--- config.mk ---
export PLATFORM = sky130hd
export DESIGN_NAME = trap_unit
export DESIGN_NICKNAME = d
export VERILOG_FILES = /design/src/rtl/trap_pkg.sv /design/src/rtl/trap_ctrl.sv /design/src/rtl/trap_dp.sv /design/src/rtl/trap_unit.sv
export SDC_FILE = /design/constraint.sdc
export NUM_CORES = 1
export LEC_CHECK = 0
export BUFFER_PORTS_ARGS = -buffer_cell sky130_fd_sc_hd__buf_2
export CAP_MARGIN = 5
export CORE_MARGIN = 2
export CORE_UTILIZATION = 43
export CTS_BUF_LIST = sky130_fd_sc_hd__clkbuf_8 sky130_fd_sc_hd__clkbuf_16
export DETAILED_ROUTE_END_ITERATION = 10
export GPL_TIMING_DRIVEN = 0
export HOLD_SLACK_MARGIN = 0.12
export PLACE_DENSITY = 0.75
export SETUP_SLACK_MARGIN = 0.4
export SYNTH_ARGS = -nofsm -noshare
export SYNTH_HDL_FRONTEND = slang
export SYNTH_SLANG_ARGS = --single-unit
export TNS_END_PERCENT = 20
--- constraint.sdc ---
create_clock -name clk -period 1.4 [get_ports clk]
set_input_delay 0 -clock clk [delete_from_list [all_inputs] [get_ports clk]]
set_output_delay 0 -clock clk [all_outputs]
set_load 0.005 [all_outputs]
--- src/rtl/trap_pkg.sv ---
package trap_pkg;
  parameter int CAUSE_W = 4;

  localparam logic [CAUSE_W-1:0] CAUSE_UNDEF = CAUSE_W'(0);
  localparam logic [CAUSE_W-1:0] CAUSE_OVF   = CAUSE_W'(1);
  localparam logic [CAUSE_W-1:0] CAUSE_IRQ   = CAUSE_W'(2);

  // Strobes from control to datapath
  typedef struct packed {
    logic                take;
    logic                ret;
    logic [CAUSE_W-1:0]  code;
  } trapStb_t;
endpackage

--- src/rtl/trap_ctrl.sv ---
module trap_ctrl
  import trap_pkg::*;
(
  input  logic     clk,
  input  logic     rstN,
  input  logic     undefInsn,
  input  logic     arithOvf,
  input  logic     irqReq,
  input  logic     eretCmd,
  input  logic     ieIn,
  output trapStb_t stb
);
  logic irqPend;
  logic trapHit;
  logic retHit;
  logic irqHit;

  assign trapHit = undefInsn | arithOvf;
  assign retHit  = eretCmd & ~trapHit;
  assign irqHit  = ieIn & (irqReq | irqPend) & ~trapHit & ~eretCmd;

  always_comb begin
    stb      = '0;
    stb.take = trapHit | irqHit;
    stb.ret  = retHit;
    if (undefInsn)     stb.code = CAUSE_UNDEF;
    else if (arithOvf) stb.code = CAUSE_OVF;
    else if (irqHit)   stb.code = CAUSE_IRQ;
    else               stb.code = CAUSE_UNDEF;
  end

  always_ff @(posedge clk) begin
    if (!rstN) irqPend <= 1'b0;
    else       irqPend <= (irqPend | irqReq) & ~irqHit;
  end

  assert_irq_needs_enable_R4: assert property (@(posedge clk) disable iff (!rstN)
    (stb.take && stb.code == CAUSE_IRQ) |-> ieIn);

  assert_ovf_below_undef_R6: assert property (@(posedge clk) disable iff (!rstN)
    (stb.take && stb.code == CAUSE_OVF) |-> !undefInsn);

  assert_take_ret_exclusive_R6: assert property (@(posedge clk) disable iff (!rstN)
    !(stb.take && stb.ret));
endmodule

--- src/rtl/trap_dp.sv ---
module trap_dp
  import trap_pkg::*;
#(
  parameter int          XLEN        = 32,
  parameter logic [31:0] FIXED_ENTRY = 32'h8000_0080,
  parameter logic [31:0] VEC_BASE    = 32'h0000_0080,
  parameter int          VEC_SHIFT   = 7
) (
  input  logic               clk,
  input  logic               rstN,
  input  trapStb_t           stb,
  input  logic               vectorMode,
  input  logic [XLEN-1:0]    curPc,
  output logic               redirect,
  output logic [XLEN-1:0]    nextPc,
  output logic [CAUSE_W-1:0] causeCode,
  output logic [XLEN-1:0]    excPc,
  output logic               kernelMode,
  output logic               irqEnable
);
  localparam logic [XLEN-1:0] FIXED_X = XLEN'(FIXED_ENTRY);
  localparam logic [XLEN-1:0] BASE_X  = XLEN'(VEC_BASE);

  logic            prevKernel;
  logic [XLEN-1:0] entryPc;

  always_comb begin
    if (vectorMode) entryPc = BASE_X + (XLEN'(stb.code) << VEC_SHIFT);
    else            entryPc = FIXED_X;
  end

  always_ff @(posedge clk) begin
    if (!rstN) begin
      redirect   <= 1'b0;
      nextPc     <= '0;
      causeCode  <= '0;
      excPc      <= '0;
      kernelMode <= 1'b1;
      irqEnable  <= 1'b0;
      prevKernel <= 1'b0;
    end else if (stb.take) begin
      redirect   <= 1'b1;
      nextPc     <= entryPc;
      causeCode  <= stb.code;
      excPc      <= curPc;
      prevKernel <= kernelMode;
      kernelMode <= 1'b1;
      irqEnable  <= 1'b0;
    end else if (stb.ret) begin
      redirect   <= 1'b1;
      nextPc     <= excPc;
      kernelMode <= prevKernel;
      irqEnable  <= 1'b1;
    end else begin
      redirect   <= 1'b0;
    end
  end

  assert_entry_masks_R7: assert property (@(posedge clk) disable iff (!rstN)
    stb.take |=> (kernelMode && !irqEnable && redirect));

  assert_return_enables_R8: assert property (@(posedge clk) disable iff (!rstN)
    stb.ret |=> (irqEnable && redirect && nextPc == $past(excPc)));

  assert_record_holds_R11: assert property (@(posedge clk) disable iff (!rstN)
    !stb.take |=> ($stable(causeCode) && $stable(excPc)));

  assert_redirect_source_R11: assert property (@(posedge clk) disable iff (!rstN)
    !(stb.take || stb.ret) |=> !redirect);
endmodule

--- src/rtl/trap_unit.sv ---
module trap_unit
  import trap_pkg::*;
#(
  parameter int          XLEN        = 32,
  parameter logic [31:0] FIXED_ENTRY = 32'h8000_0080,
  parameter logic [31:0] VEC_BASE    = 32'h0000_0080,
  parameter int          VEC_SHIFT   = 7
) (
  input  logic               clk,
  input  logic               rstN,
  input  logic               undefInsn,
  input  logic               arithOvf,
  input  logic               irqReq,
  input  logic               eretCmd,
  input  logic               vectorMode,
  input  logic [XLEN-1:0]    curPc,
  output logic               redirect,
  output logic [XLEN-1:0]    nextPc,
  output logic [CAUSE_W-1:0] causeCode,
  output logic [XLEN-1:0]    excPc,
  output logic               kernelMode,
  output logic               irqEnable
);
  trapStb_t stb;

  trap_ctrl u_ctrl (
    .clk(clk), .rstN(rstN),
    .undefInsn(undefInsn), .arithOvf(arithOvf), .irqReq(irqReq),
    .eretCmd(eretCmd), .ieIn(irqEnable), .stb(stb)
  );

  trap_dp #(
    .XLEN(XLEN), .FIXED_ENTRY(FIXED_ENTRY),
    .VEC_BASE(VEC_BASE), .VEC_SHIFT(VEC_SHIFT)
  ) u_dp (
    .clk(clk), .rstN(rstN), .stb(stb), .vectorMode(vectorMode),
    .curPc(curPc), .redirect(redirect), .nextPc(nextPc),
    .causeCode(causeCode), .excPc(excPc),
    .kernelMode(kernelMode), .irqEnable(irqEnable)
  );
endmodule

=== Word level (Yosys, flattened, before mapping) ===
Index checks and enable logic that the tools add are counted.

* Bits in registers: 73
* Bits of input ports: 39
* Output and inout port bits: 71
* Logic and storage cells: 31

* $add $sub $neg: 1
* Muxes and demuxes: 8
* Bitwise operators: 12
* Reductions and logical operators: 2

{| class="wikitable"
|+ Operators with widths
! kind !! count
|-
| 32-bit two-way mux || 3
|-
| 8-bit by 11-bit adder with 12-bit output (first input constant) || 1
|-
| 4-bit two-way mux || 2
|-
| 1-bit bitwise AND || 5
|-
| 1-bit inverter || 4
|-
| 1-bit bitwise OR || 3
|-
| 1-bit two-way mux || 2
|-
| 2-bit two-way mux || 1
|-
| 2-bit nonzero test || 1
|-
| 2-bit OR reduction || 1
|}

=== Longest topological paths before layout ===
Gate-level depths: netlist of the first run.

* Depth after elaboration: 10
* Mapped depth: 6
* Gate-level depth less buffers: 5

=== Hierarchy ===
A second synthesis of the first run with hierarchy kept.

* Cells, all modules: 264
* Area total of the unflattened synthesis: 2907.8 sq um

{| class="wikitable"
|+ Modules (own cells, without submodules)
! module !! times used !! cells each !! area each (sq um) !! seq. area each (sq um)
|-
| trap_dp || 1 || 249 || 2793.9 || 1441.4
|-
| trap_ctrl || 1 || 15 || 113.9 || 20.0
|}

=== Worst setup path after synthesis of the first run ===
Ideal clock, no wire load.

* Path kind: reg2reg
* From: register u_ctrl.irqPend
* To: register u_dp.excPc[22]
* Library setup time: 72 ps
* Data arrival time: 1241 ps
* Data required time: 1328 ps
* Setup slack: 87 ps
* Stages on the path, launching flop included: 6
* Buffers on the path: 2
* Period minus slack after synthesis: 1313 ps
* Cells stage by stage: dfxtp_1 > nor2_1 > o21a_1 > buf_6 > buf_6 > mux2i_1

* Cells in the longest elaborated chain, start to end: 5

{| class="wikitable"
|+ Ends and longest elaborated chain
! element !! RTL line !! text
|-
| from (decl) || trap_ctrl.sv:13 || <nowiki>logic irqPend;</nowiki>
|-
| from (signal assigned) || trap_ctrl.sv:34 || <nowiki>else irqPend <= (irqPend | irqReq) & ~irqHit;</nowiki>
|-
| 1-bit bitwise OR || trap_ctrl.sv:20 || <nowiki>assign irqHit = ieIn & (irqReq | irqPend) & ~trapHit & ~eretCmd;</nowiki>
|-
| 1-bit bitwise AND (3 in series) || trap_ctrl.sv:20 ||
|-
| 1-bit bitwise OR || trap_ctrl.sv:24 || <nowiki>stb.take = trapHit | irqHit;</nowiki>
|-
| to (signal assigned) || trap_dp.sv:45 || <nowiki>excPc <= curPc;</nowiki>
|-
| to (decl) || trap_dp.sv:17 || <nowiki>output logic [XLEN-1:0] excPc,</nowiki>
|}

Every way passes these cells.
A chain may end at the register's enable or synchronous reset.

==> flow_results.org, run 1 <==
** Timing
- Unrepaired setup endpoints after global routing :: yes
- Headroom to the max-slew limit came out at 0.555.
- On the final layout, the worst hold slack is -0.111 ns.
- Transition time of the tightest slew-check pin :: 0.668 ns
- Max Transition Viols Final :: 0
- After routing, the total negative slack on setup checks comes to 0 ns.
- For this run, the top clock speed supported by timing is 815 MHz.
- In the finished design, the share of the clock period the worst path needs comes to 0.877.
- Setup violations remaining at the end of the flow were counted as 0.
- Worst clock skew :: 0.0124 ns
- Period minus WS final :: 1.23 ns
- Final-report hold violation count :: 1

** Route
- For this block, the initial DRC count from the detailed router was 35.
- The routed design has 7.20 mm of wire.
- TritonRoute pass-1 iters :: 4
- Dividing the detail-routed wire length by the instance count gives 13.5 um.
- Post-detailed-route via-to-cell ratio :: 4.70
- Vias :: 2500
- Once detail routing completed, the nets flagged for antenna violations numbered 0.
- In the routed design, unresolved DRC markers number 0.

** Logic synthesis
- During synthesis, Yosys emitted a total of 0 warnings.
- Syn_area_per_cell :: 9.73 um^2
- Top flip-flop cell by instance count after synthesis :: dfxtp_1
- Number of synthesized flops with an enable pin :: 0
- After synthesis, the netlist uses 26 different library cells.
- After synthesis the cells add up to 2740 um^2.
- Counting flops with an async set or reset pin after synthesis yields a share of 0.
- Synthesis inferred 71 register bits.
- For this run, the register share of the synthesized area comes to 0.518.
- Synthesis handed over a netlist of 282 instances.

** Hold path
- Hold/Removal Path Class :: in2reg

** Critical path
- For the worst setup path, the data required time is 1.63 ns.
- Register-to-Register Setup Slack :: 0.17 ns
- STA classifies the critical path endpoint as a flop.
- The setup path with the least slack is of type reg2reg.
- Critical path launch point type :: flop
- For the worst setup path, the data arrival time is 1.45 ns.
- Along the worst path, the maximum fanout reaches 4.

** Die
- The die is 83.9 um wide.
- Vertical die dimension :: 83.9 um
- Core outline area :: 6240 um^2
- Die area :: 7030 um^2
- Core Rows :: 29
- Starting density of the core :: 0.439
- I/O pins :: 110

** Clock tree
- Clock root buffer master :: clkbuf_8
- TritonCTS clock tree :: built
- After clock tree synthesis, the clock-pin slew on the worst setup and hold paths is 0.07 ns.
- Depth of the CTS H-tree :: 3
- The clock passes through at most 2 buffers.
- In this run, post-CTS hold repair placed 36 buffers.
- Clock latency on the worst-skew pair, taken at its later pin, is 0.34 ns.
- Clock sink total :: 71
- TritonCTS buffer count :: 9

** Placed design
- At the end of routability-driven placement, the weighted congestion stood at 0.740.
- Placed cells :: 466
- DP Wirelength :: 4.51 mm
- Input and output buffers added on the ports amount to 106.

** Power
- Sequential share of power :: 0.515
- P_leak :: 2.03 nW
- In this run the power spent charging and discharging nets is 1.08 mW.
- Power spread over the standard cell area amounts to 1010 nW/um^2.
- Of the total power, the share spent switching nets is 0.258.
- IR analysis of the VDD net gives a maximum drop of 0.000883 V.
- The share of total power dissipated in combinational logic is 0.143.
- Clock share of power :: 0.342
- Internal Dissipation :: 3.12 mW

** Cells and area
- The repair_antennas step left the layout with diodes totalling 0.
- Post-layout instance count excluding filler cells :: 532
- Relative to the synthesized area, the layout overhead comes to 51.6%.
- Fraction of final layout cells sized beyond drive strength 1 :: 0.363
- At the end of the flow, the number of nets in the layout was 490.

** Global routing
- Wire length of the first global-routing pass :: 11.6 mm
- Entering global routing, the biggest net connects 13 pins.
- Number of global-route vias before repair :: 2384
- Total global-route track usage :: 0.208
- For this run the aggregate overflow at the end of global routing stands at 0.
- Antenna violations before repair :: 0

** Outcome
- Violated checks :: negative hold slack
- The run finished, with violations left.

** Job
- Number of maximum-capacitance constraint violations :: 0
==> power groups by stage <==
stage | combinational [mW] | clock, mW | sequential, mW
after CTS | 0.575 | 1.48 | 2.16
after detailed placement | 0.462 | 0 | 2.21
after global placement | 0.451 | 0 | 2.21
final | 0.599 | 1.44 | 2.17
after global routing | 0.655 | 1.56 | 2.18
after floorplan | 0.258 | 0 | 2.21
==> critical path, stage by stage, from the launching register on <==
cell and delay (ns):
dfxtp_2 0.34, nor2_4 0.05, nor4_2 0.30, ha_1 0.29
nand3_1 0.07, mux2i_1 0.07
==> registers in the layout (all words and copies together) (netlist names) <==
name,cells
u_dp.excPc,32
u_ctrl.irqPend,1
u_dp.nextPc,32
u_dp.causeCode,2
u_dp.kernelMode,1
u_dp.redirect,1
u_dp.prevKernel,1
u_dp.irqEnable,1
==> synth_stat cells (all sizes together), types with 3 or more instances <==
library cell	instances	area (um^2)
mux2i	65	651
nor2	34	128
inv	3	11.3
nand2	68	255
mux2	3	33.8
buf	12	85.1
dfxtp	71	1420
nand3	3	15.0
clkbuf	9	33.8
==> through the flow <==
step / worst slack, ns / utilization / power (mW) / instance area (um^2)
5_1_grt: 0.123 / 0.666 / 4.39 / 4160
2_1_floorplan: 0.252 / - / 2.47 / 2770
6_report: 0.173 / 0.666 / 4.20 / 4160
3_5_place_dp: 0.0687 / 0.544 / 2.67 / 3400
3_3_place_gp: 0.102 / 0.544 / 2.66 / 3400
4_1_cts: 0.185 / 0.651 / 4.22 / 4060
==> cell families (layout without fill, tap and decap cells) <==
family	Yosys count	after routing	share of synthesized area
and+or+nand+nor	108	108	0.154
muxes	68	68	0.250
buffers and inverters	24	196	0.0474
AOI/OAI and AO/OA	9	9	0.0246
adders and majority gates	1	1	0.00456
other	1	2	0.00137
DFF	71	71	0.518
==> cells in the final DEF, fill, tap and decap left out, types with 2 or more instances in the layout <==
cell type      count
mux2_2             3
buf_2            109
buf_4             12
clkinv_2           4
dfxtp_1           69
buf_6              3
dfxtp_2            2
nand3_1            3
nor2_1            26
buf_8              3
nor2_4             4
buf_12             2
inv_1              3
mux2i_1           64
nor2_2             4
clkbuf_8          12
clkbuf_1           8
nand2_1           68
conb_1             2
dlygate4sd3_1     36
==> worst paths after layout <==
check	start	to	depth (start not counted)
max	u_ctrl.irqPend$_SDFF_PN0_	u_dp.nextPc[8]$_SDFFE_PN0P_	5
min	undefInsn	u_dp.causeCode[0]$_SDFFE_PN0P_	2
min reg2reg	u_dp.prevKernel$_SDFFE_PN0P_	u_dp.prevKernel$_SDFFE_PN0P_	2
max reg2reg	u_ctrl.irqPend$_SDFF_PN0_	u_dp.nextPc[8]$_SDFFE_PN0P_	5
==> timing repair <==
action	CTS	global route
pin swaps	11	5
hold endpoints to repair	40	2
gates resized for setup	11	16
buffers inserted	10	1
endpoints found under the setup margin	68	70
gates cloned	1	2
==> metal layers <==
metal	global-route usage	share of wire	vias up
met3	0.0574	0.059	9
li1	-	-	1259
met2	0.340	0.48	80
met4	0.0733	0.011	0
met5	0	0	-
met1	0.265	0.45	1152
==> cell type report <==
| type | count | area (um^2) |
|---|---|---|
| Clock buffer | 10 | 138 |
| Buffer | 21 | 160 |
| Timing Repair Buffer | 156 | 1040 |
| Sequential cell | 71 | 1420 |
| Fill cell | 507 | 2080 |
| Tap cell | 77 | 96.3 |
| Inverter | 3 | 11.3 |
| Multi-Input combinational cell | 188 | 1250 |
| Clock inverter | 6 | 36.3 |
(Power assumes the default switching activity.)
==> inputs of run 2 (changes only) <==
- ABC_AREA: default -> 1
- CELL_PAD_IN_SITES_DETAIL_PLACEMENT: default -> 1
- CELL_PAD_IN_SITES_GLOBAL_PLACEMENT: default -> 1
- CORE_UTILIZATION: 43 -> 30
- PLACE_DENSITY: 0.75 -> 0.76
==> run 2 against run 1 <==
  * The run now ends clean
  * Design area increased by 1.7%
  * Synthesized cell count increased by 24%
  * Power decreased by 1.3%
  * Utilization decreased by 19 points
==> flow_results.org, run 2 <==
** Outcome
- Status :: finished clean

** Critical path
- The endpoint identified for the worst register-to-register timing path is u_dp.excPc[3]$_SDFFE_PN0P_.
- The most critical setup path has its startpoint at u_dp.irqEnable$_SDFFE_PP0P_.
- Stages on the worst setup path :: 8
- STA classifies the critical path endpoint as a flop.
- Slowest stage delay, CP :: 0.34 ns
- At the worst endpoint, the required time is 1.67 ns.
- R2r startpoint :: u_dp.irqEnable$_SDFFE_PP0P_
- The critical path contains buffers and inverters numbering 3 combined.
- On the critical path, the stage with the largest delay is an instance of dfxtp_2.
- Critical path launch point type :: flop
- Cell Chain, Critical Path :: inv_2 > nor2_4 > nand2_4 > nand2_4 > buf_8 > buf_8 > nand2_1 > a21oi_2
- The setup path with the least slack is of type reg2reg.
- In this run the worst setup path terminates at u_dp.excPc[3]$_SDFFE_PN0P_.
- Register-to-Register Setup Slack :: 0.15 ns
- Critical path's top delay family :: simple AND/OR/NAND/NOR gates
- STA puts the critical path data arrival time at 1.53 ns.
- Of all nets on the critical path, the largest fanout is 6.
- The number of cells on the worst reg-to-reg path is 8.

** Clock tree
- TritonCTS built the clock tree.
- TritonCTS buffer count :: 9
- Clock latency on the worst-skew pair :: 0.35 ns
- Maximum clock insertion buffer count :: 2
- Clock root buffer master :: clkbuf_8
- The H-tree generated during clock tree synthesis spans 3 levels.
- Clock-pin slew was measured on the worst setup and hold paths at 0.07 ns.
- Clock sink total :: 71

** Placed design
- Before CTS, the worst setup slack after placement is -0.139 ns.
- I/O Buffers :: 106
- DP Wirelength :: 6.49 mm
- Final Wtd Congestion :: 0.812

** Logic synthesis
- Simple logic cell fraction of the synthesized area :: 0.268
- In the synthesized netlist, the number of instances is 349.
- Of the total synthesized cell area, the portion taken by full adders, half adders and majority gates is 0.00456.
- Number of synthesized flops with an enable pin :: 0
- Sorting the synthesized cells by area gives the leading types as dfxtp_1, nand3_1, a21oi_1.
- Of all cell types, the one taking the most synthesized area is dfxtp_1.
- Number of distinct library cell variants in the gate-level netlist after synthesis :: 21
- The share of the synthesized area in compound gates (AO/OA/AOI/OAI) came to 0.120.
- #FFs+latches synth :: 71
- Sequential cell area fraction in the yosys report :: 0.518
- The mapped netlist covers 2740 um^2.
- By area, the combinational part of the netlist is dominated by simple AND/OR/NAND/NOR gates.
- Among all cell types in the netlist, the one instantiated most often is nand2_1.
- Of the total synthesized cell area, the portion taken by XOR and XNOR cells is 0.
- Share of the synthesized area in the top cell type :: 0.518
- Fraction of synthesized area in multiplexers :: 0
- Of all flip-flops after synthesis, the portion carrying an async set or reset was 0.
- Top flip-flop cell by instance count after synthesis :: dfxtp_1
- Yosys warning count :: 0
- Sorting the synthesized cells by how often they occur yields nand2_1, dfxtp_1, nand3_1.
- Syn_area_per_cell :: 7.85 um^2

** Cells and area
- Core occupancy in the finished layout :: 0.480
- Top library cells by usage in the layout, fill and taps aside :: buf_2, nand2_1, nand3_1
- Layout net count :: 556
- Leading cell type in the layout, fill and taps excluded :: buf_2
- The area growth from synthesis to layout is 54.2%.
- 0 antenna diodes ended up in the layout.
- Top flop regs :: u_dp.excPc: 32 flops, u_dp.nextPc: 32 flops, u_dp.causeCode: 2 flops
- In the final layout, the share of cells above drive strength 1 is 0.347.

** Timing
- The worst pin sits at a relative slew slack of 0.572.
- Final-report hold violation count :: 0
- Hold Worst Slack :: 0.0629 ns
- Final setup violating endpoints :: 0
- Between clock sinks in the finished design, the worst skew comes to 0.00784 ns.
- Least setup slack across all paths after layout :: 0.146 ns
- The number of max-slew violations in the final report came to 0.
- For the pin with the worst max-slew slack, the measured transition is 0.642 ns.
- Setup repair after global routing could not meet its margin everywhere.
- Period minus WS final :: 1.25 ns
- FMAX :: 797 MHz
- Of the available clock period, the critical path in the final layout requires 0.896.

** Global routing
- The via count of the first global-routing pass came to 3059.
- Total global-route track usage :: 0.197
- Global-route track usage on met3 :: 0.0365
- Wire length of the first global-routing pass :: 15.1 mm
- GRT overflow :: 0
- Antenna violations before repair :: 0
- Met1 track demand over resource :: 0.232
- For this run, global-route usage on met2 was measured as 0.342.
- Entering global routing, the biggest net connects 11 pins.
- Global routing's busiest layer :: met2

** Route
- The count of nets left with antenna violations once routing finished came out at 0.
- TritonRoute pass-1 iters :: 4
- Dividing the detail-routed via count by the number of cells gives 4.86.
- Drt drc :: 0
- Post-detailed-route wirelength per cell :: 15.9 um
- Final routed wirelength across all metal layers :: 9.97 mm
- Violation count after the first detailed-routing iteration :: 83
- The routed layout has 3044 vias.

** Power
- P_leak :: 1.95 nW
- Across the VDD grid, the largest voltage drop is 0.000383 V.
- Power per Cell Area :: 981 nW/um^2
- Power comes to 4.15 mW.

** Die
- The initial utilization of the core area, before any placement, comes to 0.311.
- The floorplan step set the die width to 99.6 um.
- Row generation in the floorplan step produced 34 rows.
- 110 I/O pins were placed.
- The region available for standard cell placement spans 8810 um^2.
- Vertical die dimension :: 99.6 um
- The die covers 9920 um^2.

** Hold path
- Startpoint of the most critical hold path :: eretCmd
- The path class of the tightest hold or removal check is in2reg.

** Job
- Number of maximum-capacitance constraint violations :: 0
-- run 2: metrics by stage --
step	cells	setup TNS, ns	instance area, um^2
after global routing	626	0	4230
after floorplan	350	0	2750
after detailed placement	564	-0.178	3420
final	626	0	4230
after global placement	564	-0.116	3420
after CTS	618	0	4030
-- run 2: final cells by class --
type | instances | area [um^2]
plain buffers | 29 | 186
clock buffers | 10 | 138
clock inverters | 3 | 13.8
fillers | 1107 | 4580
inverters | 18 | 72.6
multi-input cells | 232 | 1210
flip-flops and latches | 71 | 1420
well taps | 108 | 135
repair buffers | 155 | 1040
-- run 2: where the power goes --
| group | leakage (nW) | total (mW) | switching (mW) | internal, mW |
|---|---|---|---|---|
| clock | 0.0850 | 1.38 | 0.734 | 0.650 |
| combinational | 1.29 | 0.602 | 0.311 | 0.292 |
| sequential | 0.583 | 2.16 | 0.0621 | 2.10 |
| total | 1.95 | 4.15 | 1.11 | 3.04 |
-- run 2: tightest hold or removal path, cell delays in order --
cell     delay [ns]
buf_6          0.12
nand3_1        0.09
nand3_1        0.09
nand2_1        0.04
inv_1          0.04
-- run 2: what timing repair did --
action | in CTS | in global routing
endpoints found under the setup margin | 68 | 71
resized for setup | 15 | 23
hold buffers | 34 | 3
buffers inserted | 6 | 2
cloned | 1 | 3
endpoints found under the hold margin | 42 | 7
pin swaps | 4 | 7
-- run 2: kinds of logic after synthesis --
logic type,Yosys count
and+or+nand+nor,164
AOI/OAI and AO/OA,65
other,1
buffers and inverters,47
adders and majority gates,1
DFF,71
-- run 2: metal layers --
metal	vias up	part of all wire
met5	-	0
met4	0	0.024
met3	19	0.039
met2	97	0.50
met1	1446	0.43
li1	1482	-
-- run 2: worst min path at each step --
stage	end	slack (ns)	cells past startpoint
3_3_place_gp	u_dp.excPc[5]$_SDFFE_PN0P_	0.25	3
6_report	u_dp.nextPc[31]$_SDFFE_PN0P_	0.06	5
3_5_place_dp	u_dp.excPc[24]$_SDFFE_PN0P_	0.26	3
4_1_cts	u_dp.redirect$_SDFF_PN0_	-0.08	3
5_1_grt	u_dp.nextPc[9]$_SDFFE_PN0P_	0.12	5
2_1_floorplan	u_dp.nextPc[31]$_SDFFE_PN0P_	0.1	2
